===== config.mk =====
export PLATFORM = sky130hd
export DESIGN_NAME = rxq_fifo
export DESIGN_NICKNAME = d
export VERILOG_FILES = /design/src/rtl/rxq_pkg.sv /design/src/rtl/rxq_ptrs.sv /design/src/rtl/rxq_mem.sv /design/src/rtl/rxq_level.sv /design/src/rtl/rxq_fifo.sv
export SDC_FILE = /design/constraint.sdc
export NUM_CORES = 1
export LEC_CHECK = 0
export ABC_AREA = 1
export BUFFER_PORTS_ARGS = -buffer_cell sky130_fd_sc_hd__buf_2
export CELL_PAD_IN_SITES_DETAIL_PLACEMENT = 0
export CELL_PAD_IN_SITES_GLOBAL_PLACEMENT = 2
export CORE_ASPECT_RATIO = 0.6
export CORE_UTILIZATION = 40
export CTS_CLUSTER_DIAMETER = 80
export DETAILED_ROUTE_END_ITERATION = 12
export GPL_ROUTABILITY_DRIVEN = 0
export GPL_TIMING_DRIVEN = 0
export PLACE_DENSITY = 0.87
export SYNTH_ARGS = -nofsm -noshare
export SYNTH_HDL_FRONTEND = slang
export SYNTH_SLANG_ARGS = --single-unit

===== constraint.sdc =====
create_clock -name clk -period 3.9 [get_ports clk]
set_input_delay 0.78 -clock clk [delete_from_list [all_inputs] [get_ports clk]]
set_output_delay 0.78 -clock clk [all_outputs]
set_load 0.05 [all_outputs]

===== src/rtl/rxq_pkg.sv =====
package rxq_pkg;
    localparam int unsigned RXQ_DATA_W = 8;
    localparam int unsigned RXQ_DEPTH  = 8;

    // Advance a slot index, wrapping after depth-1.
    function automatic int unsigned rxq_step(input int unsigned idx, input int unsigned depth);
        return (idx == depth - 1) ? 0 : idx + 1;
    endfunction
endpackage


===== src/rtl/rxq_ptrs.sv =====
module rxq_ptrs
    import rxq_pkg::*;
#(
    parameter int unsigned DEPTH = RXQ_DEPTH,
    localparam int unsigned PW = $clog2(DEPTH),
    localparam int unsigned CW = $clog2(DEPTH + 1)
) (
    input  logic          clk,
    input  logic          rst_n,
    input  logic          clr_i,
    input  logic          push_req_i,
    input  logic          pop_req_i,
    output logic [PW-1:0] wptr_o,
    output logic [PW-1:0] rptr_o,
    output logic [CW-1:0] cnt_o,
    output logic          push_o,
    output logic          ovf_o
);
    typedef struct packed {
        logic [PW-1:0] wptr;
        logic [PW-1:0] rptr;
        logic [CW-1:0] cnt;
        logic          ovf;
    } ptr_st_t;

    ptr_st_t st_d, st_q;
    logic    full, empty, pop, push;

    always_comb begin
        full  = (st_q.cnt == CW'(DEPTH));
        empty = (st_q.cnt == '0);
        pop   = pop_req_i && !empty;
        push  = push_req_i && (!full || pop);
        st_d  = st_q;
        if (clr_i) begin
            st_d = '0;
        end else begin
            if (push) st_d.wptr = PW'(rxq_step(32'(st_q.wptr), DEPTH));
            if (pop)  st_d.rptr = PW'(rxq_step(32'(st_q.rptr), DEPTH));
            if (push && !pop)      st_d.cnt = st_q.cnt + 1'b1;
            else if (pop && !push) st_d.cnt = st_q.cnt - 1'b1;
            if (push_req_i && !push) st_d.ovf = 1'b1;
        end
    end

    always_ff @(posedge clk or negedge rst_n) begin
        if (!rst_n) st_q <= '0;
        else        st_q <= st_d;
    end

    assign wptr_o = st_q.wptr;
    assign rptr_o = st_q.rptr;
    assign cnt_o  = st_q.cnt;
    assign push_o = push && !clr_i;
    assign ovf_o  = st_q.ovf;

    p_cnt_bound_r1: assert property (@(posedge clk) disable iff (!rst_n)
        st_q.cnt <= CW'(DEPTH));
    p_full_hold_r6: assert property (@(posedge clk) disable iff (!rst_n)
        full && push_req_i && !pop_req_i && !clr_i |=> st_q.cnt == CW'(DEPTH) && st_q.ovf);
    p_ovf_sticky_r6: assert property (@(posedge clk) disable iff (!rst_n)
        st_q.ovf && !clr_i |=> st_q.ovf);
    p_rdwr_level_r7: assert property (@(posedge clk) disable iff (!rst_n)
        push_req_i && pop_req_i && !empty && !clr_i |=> $stable(st_q.cnt));
    p_flush_r8: assert property (@(posedge clk) disable iff (!rst_n)
        clr_i |=> st_q.cnt == '0 && !st_q.ovf);
endmodule


===== src/rtl/rxq_mem.sv =====
module rxq_mem
    import rxq_pkg::*;
#(
    parameter int unsigned DW    = RXQ_DATA_W,
    parameter int unsigned DEPTH = RXQ_DEPTH,
    localparam int unsigned PW = $clog2(DEPTH)
) (
    input  logic          clk,
    input  logic          rst_n,
    input  logic          we_i,
    input  logic [PW-1:0] waddr_i,
    input  logic [DW-1:0] wdata_i,
    input  logic [PW-1:0] raddr_i,
    output logic [DW-1:0] rdata_o
);
    logic [DW-1:0] slot_q [DEPTH];

    for (genvar g = 0; g < DEPTH; g++) begin : g_slot
        logic [DW-1:0] slot_d;
        always_comb begin
            slot_d = slot_q[g];
            if (we_i && (waddr_i == PW'(g))) slot_d = wdata_i;
        end
        always_ff @(posedge clk or negedge rst_n) begin
            if (!rst_n) slot_q[g] <= '0;
            else        slot_q[g] <= slot_d;
        end
    end

    assign rdata_o = slot_q[raddr_i];
endmodule


===== src/rtl/rxq_level.sv =====
module rxq_level
    import rxq_pkg::*;
#(
    parameter int unsigned DEPTH = RXQ_DEPTH,
    localparam int unsigned CW = $clog2(DEPTH + 1)
) (
    input  logic [CW-1:0] trig_i,
    input  logic [CW-1:0] cnt_i,
    output logic          irq_o
);
    logic [CW-1:0] eff;

    always_comb begin
        if (trig_i == '0)               eff = CW'(1);
        else if (trig_i > CW'(DEPTH))   eff = CW'(DEPTH);
        else                            eff = trig_i;
        irq_o = (cnt_i >= eff);
    end
endmodule


===== src/rtl/rxq_fifo.sv =====
module rxq_fifo
    import rxq_pkg::*;
#(
    parameter int unsigned DW    = RXQ_DATA_W,
    parameter int unsigned DEPTH = RXQ_DEPTH,
    localparam int unsigned PW = $clog2(DEPTH),
    localparam int unsigned CW = $clog2(DEPTH + 1)
) (
    input  logic          clk,
    input  logic          rst_n,
    input  logic          en_i,
    input  logic          flush_i,
    input  logic          wr_i,
    input  logic [DW-1:0] wr_data_i,
    input  logic          rd_i,
    input  logic [CW-1:0] trig_i,
    output logic [DW-1:0] rd_data_o,
    output logic [CW-1:0] fill_o,
    output logic          irq_o,
    output logic          ovf_o
);
    typedef struct packed {
        logic          en;
        logic [DW-1:0] hold;
        logic          hval;
    } top_st_t;

    top_st_t       st_d, st_q;
    logic          clr;
    logic [PW-1:0] wptr, rptr;
    logic [CW-1:0] cnt;
    logic          push, lvl_irq;
    logic [DW-1:0] q_data;

    always_comb begin
        clr     = flush_i || (en_i != st_q.en);
        st_d    = st_q;
        st_d.en = en_i;
        if (clr) begin
            st_d.hval = 1'b0;
        end else if (!en_i) begin
            if (wr_i) begin
                st_d.hold = wr_data_i;
                st_d.hval = 1'b1;
            end else if (rd_i) begin
                st_d.hval = 1'b0;
            end
        end
    end

    always_ff @(posedge clk or negedge rst_n) begin
        if (!rst_n) st_q <= '0;
        else        st_q <= st_d;
    end

    rxq_ptrs #(.DEPTH(DEPTH)) u_ptrs (
        .clk        (clk),
        .rst_n      (rst_n),
        .clr_i      (clr),
        .push_req_i (en_i && wr_i),
        .pop_req_i  (en_i && rd_i),
        .wptr_o     (wptr),
        .rptr_o     (rptr),
        .cnt_o      (cnt),
        .push_o     (push),
        .ovf_o      (ovf_o)
    );

    rxq_mem #(.DW(DW), .DEPTH(DEPTH)) u_mem (
        .clk     (clk),
        .rst_n   (rst_n),
        .we_i    (push),
        .waddr_i (wptr),
        .wdata_i (wr_data_i),
        .raddr_i (rptr),
        .rdata_o (q_data)
    );

    rxq_level #(.DEPTH(DEPTH)) u_level (
        .trig_i (trig_i),
        .cnt_i  (cnt),
        .irq_o  (lvl_irq)
    );

    assign rd_data_o = st_q.en ? q_data : st_q.hold;
    assign fill_o    = st_q.en ? cnt : {{(CW-1){1'b0}}, st_q.hval};
    assign irq_o     = st_q.en ? lvl_irq : st_q.hval;

    p_irq_empty_r4: assert property (@(posedge clk) disable iff (!rst_n)
        st_q.en && fill_o == '0 |-> !irq_o);
    p_bypass_newest_r9: assert property (@(posedge clk) disable iff (!rst_n)
        !en_i && !st_q.en && wr_i && !flush_i |=> rd_data_o == $past(wr_data_i) && fill_o == CW'(1));
    p_mode_clear_r10: assert property (@(posedge clk) disable iff (!rst_n)
        en_i != st_q.en |=> fill_o == '0 && !ovf_o);
endmodule


==> summary.md <==
| Metric | Value |
|---|---|
| Gr ovfl total | `0` |
| Register area share after synthesis | `49.1%` |
| Crit path kind | `flip-flop to primary output` |
| Final WL | `12400 microns` |
| Top cells by area, synth | `dfrtp_1 (49%), nand2_1 (10%), o21ai_1 (6.5%)` |
| Skew-Pair Late Insertion Delay | `340 ps` |
| Met2 Use GR | `34.1%` |
| Grt met1 use | `38.2%` |
| R2R cell count | `10` |
| Post-synth EDFFs | `0` |
| Yosys top cell area share | `49.1%` |
| Fillers | `1082` |
| Initial antenna violation count | `0` |
| DP Area | `between 0.004 and 0.005 sq mm` |
| Share of post-route cells with drive strength above 1 | `between 10% and 20%` |
| DR vias/cell | `5.23` |
| I/O Pins | `32` |
| Antenna-violating nets left | `0` |
| Share of flip-flops with an asynchronous set or reset | `100%` |
| Syn Nets | `543` |
| Most frequent cells in the layout | `nand2_1 (117), dfrtp_1 (85), o21ai_1 (56)` |
| DR vias | `3646` |
| HP Class | `input port to asynchronous set/reset pin` |
| Synth area leader | `dfrtp_1` |
| P&R area growth vs syn | `15.8%` |
| Post-DP HPWL | `9230 microns` |
| Num rows | `29` |
| Cells after Synth | `510` |
| Most common cell after layout, fill and taps aside | `nand2_1` |
| Post-Layout Inst Area | `roughly 0.005 sq mm` |
| Syn avg cell area | `8.49 sq um` |
| Outcome | `finished clean` |
| Die area | `roughly 0.011 sq mm` |
| RR Endpoint | `u_ptrs.cnt_o[3]` |
| Final slew viol count | `0` |
| CP Capture Type | `primary output` |
| # Post-CTS Setup Buffers | `0` |
| Final #Nets | `~600` |
| Reg clk slew, reported paths | `about 60 ps` |
| Max-cap check violation count | `0` |
| Sw power | `around 0.71 mW` |
| Routed length per instance | `around 18 microns` |
| CTS tree | `built` |
| Post-Syn Area | `0.00433 sq mm` |
| Root Driver | `clkbuf_16` |
| WP data arrival | `2590 ps` |
| Unique masters post-synth | `28` |
| Vias in the first global route | `around 3.5k` |
| Resized cells post-CTS | `0` |
| Port Buffers | `31` |
| CTS sink count | `85` |
| Die height | `82.6 microns` |
| First-pass GRT wire length | `19800 microns` |
| Worst relative slew slack | `~65%` |
| Reg-to-reg critical path startpoint | `u_ptrs.cnt_o[1]` |
| Flop pwr share | `41.7%` |
| Fin Setup TNS | `0 ps` |
| PD cells | `472 mW/mm^2` |
| Lkg Pwr | `2.59 nW` |
| Drt pass-1 iters | `5` |
| Clock Path Buffers | `2` |
| Initial Util | `41.0%` |
| Main flop type after synthesis | `dfrtp_1` |
| Final period utilization | `86.5%` |
| # DRC | `0` |
| Setup-failing EPs final | `0` |
| CTS Hold Buffers Added | `0` |
| Clock power share | `40.1%` |
| Logic pwr share | `a little under a fifth` |
| Cell-internal power | `approximately 1.7 mW` |
| Die outline width | `136 microns` |
| Core ar. | `about 0.011 sq mm` |
| Worst VDD drop | `260 uV` |
| R2R Setup Slk | `between 1000 and 1500 ps` |
| Tmin final | `roughly 3400 ps` |
| CTS H-tree depth | `3` |
| Hold slack | `335 ps` |
| GRT Overall Usage | `around 25%` |
| Synth Register Bits | `between 80 and 90` |
| RSZ-0062 raised after global routing | `no` |
| F_max | `296 MHz` |
| Layout Cells excl Fill | `697` |
| Most Crowded Layer GR | `met1` |
| Kind of start point of the critical path | `flip-flop` |
| Pin count of the biggest net entering global routing | `63` |
| Crit-path max FO | `10` |
| GR met3 Demand/Resource | `~4.9%` |
| Placed cells | `681` |
| Iteration-0 DRC Markers | `277` |
| Switch share | `a little under a third` |
| YS warnings | `0` |
| Layout Skew | `5.39 ps` |
| Worst Path Required | `~3100 ps` |
| Worst-Margin Slew | `around 530 ps` |
| Final hold vios | `0` |
| CTS buffer count | `9` |
| N_diodes | `0` |
## cells in the mapped netlist (7+ instances only)
| cell | instances |
|---|---|
| o21ai_0 | 48 |
| clkbuf_1 | 11 |
| o21ai_1 | 56 |
| nand2_1 | 117 |
| buf_6 | 8 |
| dfrtp_1 | 85 |
| o21ai_2 | 9 |
| inv_1 | 37 |
| o211ai_1 | 10 |
| nor2_1 | 54 |
| nand3_1 | 23 |
| ha_1 | 14 |
| nand2_4 | 9 |
| o221ai_1 | 7 |
## sequential cells by signal, indices dropped and copies added, names as in the netlist
register       flops
u_mem.slot_q      64
u_ptrs.ovf_o       1
u_ptrs.wptr_o      3
u_ptrs.cnt_o       4
st_q              10
u_ptrs.rptr_o      3
## cell families after synthesis
logic type      share of synthesized area, %
compound gates                          18.3
xor+xnor                               0.202
fa+ha+maj                               4.51
buf+inv                                 6.64
flops                                   49.1
simple gates                            21.3
## area by class of cell
type                    count  area [sq um]  area share (%)
plain buffers              19           131            2.62
clock buffers              12           256            5.11
clock inverters             4          70.1            1.40
inverters                  41           156            3.12
multi-input cells         365          1920            38.2
flip-flops and latches     85          2130            42.4
well taps                 139           174            3.47
repair buffers             32           185            3.69
## metal layers
metal	vias up	share of wire (%)
li1	1792	-
met1	1771	54
met2	76	40
met3	7	5.1
met4	0	0.69
met5	-	0
## critical path, cell delays in order, from the launching register on
cell and delay, ps:
dfrtp_1 490, inv_1 230, clkbuf_1 430, o21ai_0 190
o221ai_1 420, nand3_1 130, nand2_1 100, buf_2 260
## power groups by stage
stage                     sequential, mW  clock (mW)  combinational [mW]
final                              0.989       0.950               0.431
after CTS                          0.989       0.965               0.433
after detailed placement            1.00           0               0.431
after global placement              1.00           0               0.423
after floorplan                    0.989           0               0.293
after global routing               0.997       0.995               0.480
## worst max path at each step
stage	startpoint	end
global placement	u_ptrs.rptr_o[0]	rd_data_o[3]
CTS	u_ptrs.rptr_o[0]	rd_data_o[3]
floorplan	trig_i[3]	irq_o
detailed placement	u_ptrs.rptr_o[0]	rd_data_o[3]
finish	u_ptrs.rptr_o[0]	rd_data_o[3]
global route	u_ptrs.rptr_o[0]	rd_data_o[3]
## through the flow
stage / utilization [%] / power (mW) / setup slack [ps]
after global routing: 47.5 / 2.47 / 349
after floorplan: - / 1.28 / 1090
final: 47.5 / 2.37 / 525
after CTS: 47.5 / 2.39 / 560
after global placement: 44.1 / 1.43 / 910
after detailed placement: 44.4 / 1.44 / 935
(Power assumes the default switching activity.)
